===== config.mk =====
export PLATFORM = sky130hd
export DESIGN_NAME = decade_ring_counter
export DESIGN_NICKNAME = d
export VERILOG_FILES = /design/src/rtl/decade_pkg.sv /design/src/rtl/decade_edge_unit.sv /design/src/rtl/decade_ring_next.sv /design/src/rtl/decade_ring_counter.sv
export SDC_FILE = /design/constraint.sdc
export NUM_CORES = 1
export LEC_CHECK = 0
export ABC_AREA = 1
export CAP_MARGIN = 20
export CORE_MARGIN = 2
export CORE_UTILIZATION = 29
export CTS_CLUSTER_DIAMETER = 30
export DETAILED_ROUTE_END_ITERATION = 10
export DONT_BUFFER_PORTS = 1
export SYNTH_ARGS = -nofsm -noshare
export SYNTH_HDL_FRONTEND = slang
export SYNTH_SLANG_ARGS = --single-unit

===== constraint.sdc =====
create_clock -name clk_i -period 4.55 [get_ports clk_i]
set_input_delay 0.455 -clock clk_i [delete_from_list [all_inputs] [get_ports clk_i]]
set_output_delay 0.455 -clock clk_i [all_outputs]
set_load 0.02 [all_outputs]

===== src/rtl/decade_pkg.sv =====
package decade_pkg;

    localparam int unsigned DEF_STAGES      = 5;
    localparam int unsigned DEF_SYNC_STAGES = 2;

    // Origin of a counting event, used for readability in the edge unit
    typedef enum logic [1:0] {
        SRC_NONE    = 2'd0,
        SRC_CLOCK   = 2'd1,
        SRC_INHIBIT = 2'd2
    } step_src_e;

    // Synchronized levels of the two count inputs
    typedef struct packed {
        logic clk_lvl;
        logic inh_lvl;
    } pin_pair_t;

endpackage


===== src/rtl/decade_edge_unit.sv =====
module decade_edge_unit
    import decade_pkg::*;
#(
    parameter int unsigned SYNC_STAGES = DEF_SYNC_STAGES
) (
    input  logic clk_i,
    input  logic rst_i,
    input  logic count_clk_i,
    input  logic inhibit_i,
    output logic step_o
);

    typedef struct packed {
        logic [SYNC_STAGES-1:0] clk_sync;
        logic [SYNC_STAGES-1:0] inh_sync;
        pin_pair_t              prev;
    } edge_regs_t;

    edge_regs_t r_d, r_q;
    pin_pair_t  now_lvl;
    logic       clk_rise, inh_fall;
    step_src_e  src;

    always_comb begin
        r_d = r_q;
        r_d.clk_sync[0] = count_clk_i;
        r_d.inh_sync[0] = inhibit_i;
        for (int k = 1; k < SYNC_STAGES; k++) begin
            r_d.clk_sync[k] = r_q.clk_sync[k-1];
            r_d.inh_sync[k] = r_q.inh_sync[k-1];
        end
        now_lvl.clk_lvl = r_q.clk_sync[SYNC_STAGES-1];
        now_lvl.inh_lvl = r_q.inh_sync[SYNC_STAGES-1];
        r_d.prev        = now_lvl;

        clk_rise = now_lvl.clk_lvl & ~r_q.prev.clk_lvl;
        inh_fall = ~now_lvl.inh_lvl & r_q.prev.inh_lvl;

        if (clk_rise && !now_lvl.inh_lvl) begin
            src = SRC_CLOCK;
        end else if (inh_fall && now_lvl.clk_lvl) begin
            src = SRC_INHIBIT;
        end else begin
            src = SRC_NONE;
        end
        step_o = (src != SRC_NONE);
    end

    always_ff @(posedge clk_i or posedge rst_i) begin
        if (rst_i) begin
            r_q <= '0;
        end else begin
            r_q <= r_d;
        end
    end

endmodule


===== src/rtl/decade_ring_next.sv =====
module decade_ring_next #(
    parameter int unsigned STAGES = 5
) (
    input  logic [STAGES-1:0] cur_i,
    input  logic              step_i,
    output logic [STAGES-1:0] nxt_o,
    output logic              legal_o
);

    localparam int unsigned EDGES = STAGES - 1;

    logic [EDGES-1:0] boundary;

    genvar g;
    generate
        for (g = 0; g < EDGES; g++) begin : g_bound
            assign boundary[g] = cur_i[g+1] ^ cur_i[g];
        end
    endgenerate

    always_comb begin
        legal_o = ($countones(boundary) <= 1);
        nxt_o   = cur_i;
        if (step_i) begin
            if (legal_o) begin
                nxt_o = {cur_i[STAGES-2:0], ~cur_i[STAGES-1]};
            end else begin
                nxt_o = '0;
            end
        end
    end

endmodule


===== src/rtl/decade_ring_counter.sv =====
module decade_ring_counter
    import decade_pkg::*;
#(
    parameter int unsigned       STAGES      = DEF_STAGES,
    parameter int unsigned       SYNC_STAGES = DEF_SYNC_STAGES,
    parameter logic [STAGES-1:0] RESET_STATE = '0
) (
    input  logic              clk_i,
    input  logic              rst_i,
    input  logic              count_clk_i,
    input  logic              inhibit_i,
    output logic [STAGES-1:0] state_o,
    output logic              carry_o
);

    typedef struct packed {
        logic [STAGES-1:0] ring;
    } ring_regs_t;

    ring_regs_t        s_d, s_q;
    logic              step;
    logic              legal;
    logic [STAGES-1:0] ring_nxt;

    decade_edge_unit #(
        .SYNC_STAGES(SYNC_STAGES)
    ) u_edge (
        .clk_i      (clk_i),
        .rst_i      (rst_i),
        .count_clk_i(count_clk_i),
        .inhibit_i  (inhibit_i),
        .step_o     (step)
    );

    decade_ring_next #(
        .STAGES(STAGES)
    ) u_next (
        .cur_i  (s_q.ring),
        .step_i (step),
        .nxt_o  (ring_nxt),
        .legal_o(legal)
    );

    always_comb begin
        s_d      = s_q;
        s_d.ring = ring_nxt;
    end

    always_ff @(posedge clk_i or posedge rst_i) begin
        if (rst_i) begin
            s_q.ring <= RESET_STATE;
        end else begin
            s_q <= s_d;
        end
    end

    assign state_o = s_q.ring;
    assign carry_o = ~s_q.ring[STAGES-1];

endmodule


==> impl_metrics.py <==
metrics = {
    "run_status": {
        "run_status": "complete, no violations",
    },
    "drt": {
        "wire_per_inst_um": 8.89,
        "wirelength_um": 738,
        "drtPass1Iterations": 4,
        "ant_nets": 0,
        "drt-initial-drc-count": 5,
        "vias_per_cell": 4.08,
        "met1Wirelength_um": 330,
        "route.met2.wl_um": 358,
        "dr_total_vias": 339,
        "top_layer_used": "met3",
        "wl_met3_um": 49,
        "remaining_drc_errors": 0,
    },
    "global_route": {
        "grt_pass1_wl_mm": 1.23,
        "gr-usage-all-layers_pct": 8.48,
        "grt_pass1_vias": 315,
        "grt_overflow": 0,
        "antenna_found_initial": 0,
        "grt_max_degree": 12,
    },
    "timing": {
        "slew_violations": 0,
        "slew_headroom_pct": 72.4,
        "period_share_pct": 47.3,
        "finClkSkew_ns": 0.00340,
        "setup_viol": 0,
        "rsz0062_at_grt": "no",
        "fmax_mhz": 464,
        "setup-tns-final_ns": 0,
        "fin_crit_ns": 2.15,
        "setup_slack_ns": 2.40,
        "hold_viol": 0,
        "tightest_slew_ns": 0.413,
    },
    "floorplan": {
        "dieArea_um2": 2140,
        "start_util_pct": 30.3,
        "rows": 15,
        "ioPinCount": 10,
        "die_h_um": 46.3,
        "core_um2": 1710,
        "fp.dieW_um": 46.3,
    },
    "logic_synthesis": {
        "synth_ff_type": "dfrtp_1",
        "synth.avg_cell_area_um2": 9.59,
        "synth_common_cells": "dfrtp_1 (11), inv_1 (11), nand2_1 (11)",
        "ys_seq_area_share_pct": 53.1,
        "netlist.area_leader.share_pct": 53.1,
        "synthArstFlopShare_pct": 100,
        "synthesis.area_um2": 518,
        "synth_cell_types": 10,
        "yosysTopAreaCell": "dfrtp_1",
        "synth.area.top_cells": "dfrtp_1 (53%), inv_1 (8.0%), nand2_1 (8.0%)",
        "synth_edf_count": 0,
        "syn_inst": 54,
        "yosys_register_bits": 11,
        "yosysWarnings": 0,
        "syn_nets": 62,
    },
    "cts": {
        "clock-sinks": 11,
        "post-cts-setup-buffers": 0,
        "cts_root_buffer": "clkbuf_4",
        "insertion_delay_ns": 0.26,
        "cts.repair.resized": 0,
        "cts_tree": "done",
        "cts_htree_levels": 1,
        "clkTransAtPathRegs_ns": 0.07,
        "cts.path.max_buffers": 2,
        "cts_hold_buf": 0,
        "cts_inserted_buffers": 3,
    },
    "finish": {
        "fin_cells": 83,
        "area_growth_pct": 11.4,
        "n_fill_cell": 168,
        "final_nets": 67,
        "drive_above_1_share_pct": 12.1,
        "antenna_cells": 0,
    },
    "setup_path": {
        "crit_path_max_fanout": 5,
        "slowest_delay_ns": 0.51,
        "worstPathArrival_ns": 2.31,
        "cp_slowest_cell": "dfrtp_1",
        "crit_required_ns": 4.71,
        "path_cells": "xor2_1 -> ha_1 -> ha_1 -> inv_1 -> fa_1 -> nand2_1 -> nor2_1 -> nand3_1 -> nand2_1",
        "critPathLaunchType": "flop",
        "reg2reg_slack_ns": 2.40,
        "path_class": "flop to flop",
        "end_kind": "flop",
    },
    "placed_design": {
        "placed_cells": 79,
        "port_buffers": 0,
        "post-dp-hpwl_um": 589,
        "place_worst_setup_slack_ns": 2.39,
        "gp_congestion": 0.730,
    },
    "power": {
        "pwr_density_cell_nw_per_um2": 702,
        "ir_worst_vdd_mv": 0.171,
        "leakage_nw": 0.307,
        "power.total_uw": 405,
    },
    "job": {
        "drv_cap": 0,
    },
    "worst_hold_path": {
        "hp-class": "input port to asynchronous set/reset pin",
    },
}
## through the flow
step,hold WS (ns),utilization (%),cell area (um2)
final,0.0604,33.8,577
after global routing,0.0788,33.8,577
after CTS,0.0652,33.8,577
after detailed placement,0.339,32.2,549
after global placement,0.335,32.2,549
after floorplan,0.307,-,518
## sequential cells by signal, summed over array words and instances, names as in the netlist
name,count
u_edge.now_lvl,2
state_o,5
u_edge.r_q,2
u_edge.r_d,2
## power by group
| part | total [mW] | internal, mW | switching [mW] |
|---|---|---|---|
| Sequential | 0.172 | 0.118 | 0.0536 |
| Clock | 0.0653 | 0.0325 | 0.0329 |
| Combinational | 0.167 | 0.0632 | 0.104 |
## layout make-up
class	instances	area, um2	area share, %
Sequential cell	11	275	47.7
Multi-Input combinational cell	32	201	34.9
Inverter	11	41.3	7.16
Tap cell	25	31.3	5.42
Clock buffer	3	22.5	3.90
Clock inverter	1	5.00	0.868
## placed cells by master (no fill, tap or decap)
| cell type | instances |
|---|---|
| inv_1 | 11 |
| dfrtp_1 | 11 |
| clkbuf_4 | 3 |
| nand2_2 | 2 |
| nand2_1 | 11 |
| nor2_4 | 1 |
| nand3_1 | 5 |
| clkinv_2 | 1 |
| nor2_1 | 5 |
| xor2_1 | 4 |
| ha_1 | 3 |
| fa_1 | 1 |
## cell families (layout without fill, tap and decap cells)
logic type	after synthesis	count (layout)	synth area share, %
xor+xnor	4	4	6.76
flops	11	11	53.1
fa+ha+maj	4	4	11.1
simple gates	24	24	21.0
buf+inv	11	15	7.97
## critical path: cells and delay by family, from the launching register on
kind / cells / cell delay (ns)
flops: 1 / 0.51
buf+inv: 1 / 0.06
fa+ha+maj: 3 / 0.91
xor+xnor: 1 / 0.21
simple gates: 4 / 0.35
## final timing paths
kind	startpoint	end	cells past startpoint
min in group clk_i	inhibit_i	u_edge.r_d[3]	0
setup / recovery	state_o[2]	state_o[0]	9
max in group asynchronous	rst_i	state_o[1]	1
hold / removal	rst_i	u_edge.r_d[3]	1
setup reg to reg	state_o[2]	state_o[0]	9
hold reg to reg	u_edge.r_d[3]	u_edge.now_lvl[0]	0
## per-layer routing
layer / track usage (%) / vias to the layer above
met4: 5.14 / 0
met3: 5.49 / 0
met1: 9.20 / 160
met5: 0 / -
li1: - / 166
met2: 12.2 / 13
(Power assumes the default switching activity.)
